===== config.mk =====
export PLATFORM = sky130hd
export DESIGN_NAME = full_period_lfsr
export DESIGN_NICKNAME = d
export VERILOG_FILES = /design/src/rtl/lfsr_pkg.sv /design/src/rtl/lfsr_tap_xor.sv /design/src/rtl/lfsr_zero_splice.sv /design/src/rtl/lfsr_state_reg.sv /design/src/rtl/full_period_lfsr.sv
export SDC_FILE = /design/constraint.sdc
export NUM_CORES = 1
export LEC_CHECK = 0
export BUFFER_PORTS_ARGS = -buffer_cell sky130_fd_sc_hd__buf_2
export CAP_MARGIN = 20
export CELL_PAD_IN_SITES_DETAIL_PLACEMENT = 1
export CELL_PAD_IN_SITES_GLOBAL_PLACEMENT = 2
export CORE_AREA = 2 2 39 41
export DETAILED_ROUTE_END_ITERATION = 16
export DIE_AREA = 0 0 41 43
export PLACE_DENSITY_LB_ADDON = 0.1
export SYNTH_ARGS = -nofsm -noshare
export SYNTH_HDL_FRONTEND = slang
export SYNTH_SLANG_ARGS = --single-unit

===== constraint.sdc =====
create_clock -name clk -period 1.25 [get_ports clk]
set_input_delay 0.375 -clock clk [delete_from_list [all_inputs] [get_ports clk]]
set_output_delay 0.375 -clock clk [all_outputs]
set_load 0.05 [all_outputs]

===== src/rtl/lfsr_pkg.sv =====
package lfsr_pkg;

  // Feedback tap mask for a right-shifting register; bit k set means state bit k
  // is XORed into the bit that enters at the top. Zero for an unsupported width.
  function automatic logic [63:0] tap_mask(input int width);
    logic [63:0] m;
    case (width)
      3, 4, 6, 7: m = 64'h3;
      5:          m = 64'h5;
      8:          m = 64'h1D;
      16:         m = 64'h100B;
      32:         m = 64'hC000_0401;
      default:    m = 64'h0;
    endcase
    return m;
  endfunction

  // Number of taps in a mask, for documentation and checks.
  function automatic int tap_count(input logic [63:0] m);
    int c;
    c = 0;
    for (int k = 0; k < 64; k++) c += int'(m[k]);
    return c;
  endfunction

endpackage


===== src/rtl/lfsr_tap_xor.sv =====
module lfsr_tap_xor #(
  parameter int unsigned  WIDTH = 4,
  parameter logic [WIDTH-1:0] TAPS = '0
) (
  input  logic [WIDTH-1:0] state,
  output logic             fb_lin
);
  logic [WIDTH:0] chain;

  assign chain[0] = 1'b0;
  for (genvar i = 0; i < WIDTH; i++) begin : g_tap
    if (TAPS[i]) begin : g_on
      assign chain[i+1] = chain[i] ^ state[i];
    end else begin : g_off
      assign chain[i+1] = chain[i];
    end
  end

  assign fb_lin = chain[WIDTH];
endmodule


===== src/rtl/lfsr_zero_splice.sv =====
module lfsr_zero_splice #(
  parameter int unsigned WIDTH = 4
) (
  input  logic [WIDTH-1:0] state,
  input  logic             fb_lin,
  output logic             upper_clear,
  output logic             near_zero,
  output logic             at_zero,
  output logic             fb_out
);
  // NOR of every bit except bit 0
  assign upper_clear = ~|state[WIDTH-1:1];
  assign near_zero   = upper_clear & state[0];
  assign at_zero     = upper_clear & ~state[0];
  assign fb_out      = fb_lin ^ upper_clear;
endmodule


===== src/rtl/lfsr_state_reg.sv =====
module lfsr_state_reg #(
  parameter int unsigned WIDTH = 4
) (
  input  logic             clk,
  input  logic             rst_n,
  input  logic             en,
  input  logic             fb_in,
  output logic [WIDTH-1:0] state_q
);
  always_ff @(posedge clk) begin
    if (!rst_n)  state_q <= '1;
    else if (en) state_q <= {fb_in, state_q[WIDTH-1:1]};
  end
endmodule


===== src/rtl/full_period_lfsr.sv =====
module full_period_lfsr #(
  parameter int unsigned WIDTH = 4
) (
  input  logic             clk,
  input  logic             rst_n,
  input  logic             en,
  output logic [WIDTH-1:0] state_q
);
  import lfsr_pkg::*;

  localparam logic [63:0]      FULL_MASK = tap_mask(WIDTH);
  localparam logic [WIDTH-1:0] TAPS      = FULL_MASK[WIDTH-1:0];
  localparam logic [WIDTH-1:0] TOP_ONLY  = {1'b1, {(WIDTH-1){1'b0}}};

  logic fb_lin, fb_next, upper_clear, near_zero, at_zero;

  lfsr_tap_xor #(.WIDTH(WIDTH), .TAPS(TAPS)) u_taps (
    .state(state_q), .fb_lin(fb_lin)
  );

  lfsr_zero_splice #(.WIDTH(WIDTH)) u_splice (
    .state(state_q), .fb_lin(fb_lin), .upper_clear(upper_clear),
    .near_zero(near_zero), .at_zero(at_zero), .fb_out(fb_next)
  );

  lfsr_state_reg #(.WIDTH(WIDTH)) u_reg (
    .clk(clk), .rst_n(rst_n), .en(en), .fb_in(fb_next), .state_q(state_q)
  );


  reset_ones_chk: assert property (@(posedge clk) !rst_n |=> state_q == '1);

  hold_chk: assert property (@(posedge clk) disable iff (!rst_n)
    !en |=> $stable(state_q));

  shift_chk: assert property (@(posedge clk) disable iff (!rst_n)
    en |=> state_q[WIDTH-2:0] == $past(state_q[WIDTH-1:1]));

  enter_zero_chk: assert property (@(posedge clk) disable iff (!rst_n)
    (en && near_zero) |=> state_q == '0);

  leave_zero_chk: assert property (@(posedge clk) disable iff (!rst_n)
    (en && at_zero) |=> state_q == TOP_ONLY);

  zero_only_spliced_chk: assert property (@(posedge clk) disable iff (!rst_n)
    (en && !near_zero) |=> state_q != '0);
endmodule


==> results of run 1 <==
-- through the flow --
step	setup slack, ns	hold WS (ns)	instance area [um2]	util, %
4_1_cts	0.00270	0.335	255	18.4
3_3_place_gp	0.181	0.490	224	16.2
3_5_place_dp	0.175	0.482	224	16.2
2_1_floorplan	0.00667	0.437	178	-
5_1_grt	0.0262	0.334	262	18.9
6_report	0.0730	0.342	262	18.9
-- timing repair --
action / 4_1_cts / 5_1_grt
pin swaps: 0 / 0
gates resized for setup: 3 / 4
setup endpoints to repair: 2 / 3
-- cells in the mapped netlist (all sizes together) --
cell type	instances	share of area, %
nand2	4	8.6
a21boi	1	4.3
o21ai	1	2.9
dfxtp	4	46
or2b	1	5.0
mux2i	3	17
clkbuf	1	2.2
or3b	2	10
a31oi	1	3.6
-- cells in the final DEF (no fill, tap or decap) --
cell      Yosys  final
buf_2         0      2
clkbuf_4      0      4
o21ai_1       1      1
buf_4         0      2
or3b_1        2      2
nand2_1       4      4
a31oi_1       1      1
buf_6         0      1
dfxtp_2       0      4
mux2i_1       3      3
or2b_2        1      1
a21boi_0      1      1
-- area by class of cell --
cell class,count,share of cell area [%]
multi-input combinational,13,34.4
sequential,4,32.5
timing repair buffer,6,16.7
clock buffer,3,8.61
tap,16,7.66
-- per-layer routing --
metal | share of wire (%) | GRT usage [%] | up-vias | routed length [um]
met4 | 0 | 4.00 | 0 | 0
met5 | 0 | 0 | - | 0
met3 | 8.9 | 9.42 | 0 | 36
met2 | 40 | 5.94 | 6 | 162
li1 | - | - | 79 | -
met1 | 51 | 9.35 | 69 | 205
-- report_power, final --
group | switching [W] | leakage (nW) | total, W | internal (W)
Combinational | 0.0000282 | 0.0680 | 0.0000450 | 0.0000168
Sequential | 0.00000594 | 0.0312 | 0.000141 | 0.000135
Clock | 0.0000547 | 0.0138 | 0.000162 | 0.000108
Total | 0.0000888 | 0.113 | 0.000348 | 0.000259
-- kinds of logic (layout without fill, tap and decap cells) --
kind of cell / after synthesis / in the layout / synth area share [%]
AO/OA/AOI/OAI: 3 / 3 / 10.8
buffers and inverters: 1 / 9 / 2.16
flip-flops: 4 / 4 / 46.0
multiplexers: 3 / 3 / 17.3
AND/OR/NAND/NOR: 7 / 7 / 23.7
-- worst reg2reg max path: cells and delay by family (launching register included) --
family	cells	cell delay, ns
flops	1	0.35
simple gates	1	0.35
compound gates	2	0.26
-- worst paths after layout --
kind	start	slack, ns	end
worst min-delay path	rst_n	0.34	u_reg.state_q[2]
worst min register to register	u_reg.state_q[3]	0.49	u_reg.state_q[2]
worst max-delay path	u_reg.state_q[3]	0.07	state_q[3]
worst max register to register	u_reg.state_q[2]	0.17	u_reg.state_q[3]
==> results_dict.tcl, run 1 <==
set metrics [dict create \
    cts_tree "yes" \
    largest_registers "u_reg.state_q: 4 flops" \
    avgSynthCellArea_um2 9.66 \
    die-width_um 41 \
    multi_input_area_um2 90.1 \
    vias 154 \
    cp_top_family "flip-flops" \
    ir_drop_v 0.000428 \
    rr_worst_depth 3 \
    die_y_um 43 \
    nets 31 \
    max_freq_mhz 850 \
    root_buffer "clkbuf_4" \
    grt_pass1_vias 146 \
    cts_buffer_depth 2 \
    total_power_w 0.000348 \
    drt_iter0_markers 3 \
    grt_pass1_wl_um 731 \
    area_growth_pct 50.4 \
    h-tree-depth 1 \
    crit_type "reg2out" \
    rows 14 \
    max_slew_margin_pct 89.2 \
    synthCells 18 \
    slowest_stage "dfxtp_2" \
    first_pass_iters 2 \
    numCtsBuffers 3 \
    nFillCells 162 \
    antenna_left 0 \
    hpwl_um 303 \
    initial_utilization_pct 12.6 \
    vias_per_cell 3.67 \
    end_kind "output pin" \
    yosys_warnings 0 \
    largest_register_ffs 4 \
    drive_gt1_share_pct 53.8 \
    holdCritPathClass "in2reg" \
    gr-total-overflow 0 \
    rsz0062_at_grt "false" \
    syn_nets 21 \
    setup_viol 0 \
    crit_buf_inv 1 \
    required_ns 0.88 \
    cap_violations 0 \
    hold_violations 0 \
    largest-register "u_reg.state_q" \
    max_stage_delay_ns 0.34 \
    path_cells "clkbuf_4" \
    cp_max_fo 4 \
    io_buffers 6 \
    drc 0 \
    wl_per_cell_um 9.62 \
    grt_max_degree 7 \
    track_usage_pct 7.24 \
    min_path_cells 2 \
    fin_crit_sh_pct 94.2 \
    layout_min_cycle_time_ns 1.18 \
    cp.depth 1 \
    post_cts_buffers 0 \
    die_area_um2 1760 \
    critical_path_arrival_ns 0.80 \
    worst_pin_slew_ns 0.161 \
    synth.yosys.seq_area_share_pct 46.0 \
    netlist_area_um2 174 \
    dpl.cell_count 39 \
    insertion_delay_ns 0.24 \
    core_um2 1380 \
    wirelength_um 404 \
    clk_pin_slew_ns 0.04 \
    register_area_um2 85.1 \
    fin_cells 42 \
    startpoint_type "flip-flop" \
    gp_congestion 0.624 \
    ys_ff_latch 4 \
    synthDistinctLibCells 9 \
    power_per_cell_area_nw_per_um2 1330 \
    antenna_found_initial 0 \
    slew_violations 0 \
    finalClockSkew_ns 0.00455 \
    num_antenna_cells 0 \
    cts.sinks 4 \
    io_pins 7 \
    run_status "finished, final reports clean" \
    ctsHoldBuffers 0 \
    fin_setup_tns_ns 0 \
    p_leak_nw 0.113 \
]
(Power assumes the default switching activity.)
==> run 2: changes to the inputs <==
--- a/config.mk
+++ b/config.mk
@@ -12,7 +12,7 @@
 export CORE_AREA = 2 2 39 41
 export DETAILED_ROUTE_END_ITERATION = 16
 export DIE_AREA = 0 0 41 43
-export PLACE_DENSITY_LB_ADDON = 0.1
+export PLACE_DENSITY = 0.5
 export SYNTH_ARGS = -nofsm -noshare
 export SYNTH_HDL_FRONTEND = slang
 export SYNTH_SLANG_ARGS = --single-unit
==> results_dict.tcl, run 2 (synthesis results as in run 1) <==
set metrics [dict create \
    power_frac_comb_pct 12.8 \
    holdCritPathClass "in2reg" \
    die_y_um 43 \
    drc 0 \
    drt_iter0_markers 0 \
    max_freq_mhz 842 \
    core_um2 1380 \
    layout_common_cells "clkbuf_4, nand2_1, dfxtp_2" \
    startpoint_type "flip-flop" \
    dpl.cell_count 39 \
    antenna_found_initial 0 \
    numCtsBuffers 3 \
    ir_drop_v 0.000295 \
    ctsHoldBuffers 0 \
    rr_worst_depth 3 \
    startpoint "u_reg.state_q[2]" \
    slowest_stage "dfxtp_2" \
    path_cells "clkbuf_4" \
    finalClockSkew_ns 0.00205 \
    grt_pass1_vias 145 \
    num_antenna_cells 0 \
    vias_per_cell 3.98 \
    die_area_um2 1760 \
    crit_buf_inv 1 \
    insertion_delay_ns 0.24 \
    first_pass_iters 1 \
    gr-total-overflow 0 \
    mostFrequentLayoutCell "clkbuf_4" \
    post-place-ws_ns 0.174 \
    grt_pass1_wl_um 662 \
    crit_type "reg2out" \
    crit_end "state_q[2]" \
    vias 167 \
    cp_top_family "flip-flops" \
    drive_gt1_share_pct 53.8 \
    fin_crit_sh_pct 95.0 \
    root_buffer "clkbuf_4" \
    nFillCells 171 \
    post_cts_buffers 0 \
    die-width_um 41 \
    slew_violations 0 \
    pwr-share-seq_pct 39.9 \
    wirelength_um 441 \
    io_pins 7 \
    antenna_left 0 \
    critical_path_arrival_ns 0.81 \
    gp_congestion 0.639 \
    largest_registers "u_reg.state_q: 4 flops" \
    clk_pin_slew_ns 0.04 \
    largest_register_ffs 4 \
    track_usage_pct 6.73 \
    rrSetupSlack_ns 0.18 \
    cts_buffer_depth 2 \
    run_status "finished, final reports clean" \
    largest-register "u_reg.state_q" \
    clkPwrFrac_pct 47.3 \
    rsz0062_at_grt "false" \
    p_sw_w 0.0000930 \
    r2r-start "u_reg.state_q[0]" \
    required_ns 0.88 \
    fin_setup_tns_ns 0 \
    total_power_w 0.000352 \
    cap_violations 0 \
    max_stage_delay_ns 0.34 \
    p_int_w 0.000259 \
    layout_min_cycle_time_ns 1.19 \
    fin_ws_ns 0.0622 \
    max_slew_margin_pct 91.3 \
    nets 31 \
    end_kind "output pin" \
    p_leak_nw 0.113 \
    worst_pin_slew_ns 0.127 \
    io_buffers 6 \
    setup_viol 0 \
    fin_cells 42 \
    cp.depth 1 \
    hold_violations 0 \
    area_growth_pct 50.4 \
    power_per_cell_area_nw_per_um2 1350 \
    crit-reg2reg-capture "u_reg.state_q[3]" \
    wl_per_cell_um 10.5 \
    cts.sinks 4 \
    cp_max_fo 5 \
    grt_max_degree 7 \
    h-tree-depth 1 \
    rows 14 \
    initial_utilization_pct 12.6 \
    cts_tree "yes" \
    power.share.switching_pct 26.4 \
]
## run 2: cell types whose count changed in the layout (fill, tap and decap cells not counted), sizes merged
cell | previous run | this run
buf | 5 | 4
clkbuf | 4 | 5
## run 2: per-stage QoR
stage | hold slack, ns | util (%) | instance area (um2)
after global placement | 0.486 | 16.2 | 224
after detailed placement | 0.493 | 16.2 | 224
after global routing | 0.343 | 18.9 | 262
after floorplan | 0.437 | - | 178
final | 0.342 | 18.9 | 262
after CTS | 0.339 | 18.4 | 255
## run 2: what timing repair did
action,in CTS,in global routing
pin swaps,0,0
resized for setup,3,3
hold endpoints to repair,0,0
setup endpoints to repair,2,3
## run 2: power by group through the flow
| stage | clock [W] | sequential, W | combinational, W |
|---|---|---|---|
| after detailed placement | 0 | 0.000142 | 0.0000429 |
| after CTS | 0.000177 | 0.000141 | 0.0000441 |
| final | 0.000167 | 0.000140 | 0.0000451 |
| after global routing | 0.000183 | 0.000142 | 0.0000479 |
| after global placement | 0 | 0.000142 | 0.0000423 |
| after floorplan | 0 | 0.000159 | 0.0000138 |
## run 2: metal layers
metal	GRT usage, %	vias to the layer above	share of wire, %
met5	0	-	0
met4	10.0	0	6.6
met3	4.71	4	12
met2	6.56	9	35
met1	7.07	74	47
li1	-	80	-
## run 2: cell type report
class | instances | area [um2] | share of cell area (%)
clock buffers | 3 | 22.5 | 8.61
flip-flops and latches | 4 | 85.1 | 32.5
repair buffers | 6 | 43.8 | 16.7
well taps | 16 | 20.0 | 7.66
multi-input cells | 13 | 90.1 | 34.4
## run 2: worst min-delay path by stage
stage	startpoint	endpoint	depth (start not counted)
2_1_floorplan	rst_n	u_reg.state_q[0]	1
3_3_place_gp	u_reg.state_q[3]	u_reg.state_q[2]	2
3_5_place_dp	u_reg.state_q[2]	u_reg.state_q[2]	2
4_1_cts	rst_n	u_reg.state_q[0]	2
5_1_grt	rst_n	u_reg.state_q[0]	2
6_report	rst_n	u_reg.state_q[2]	2
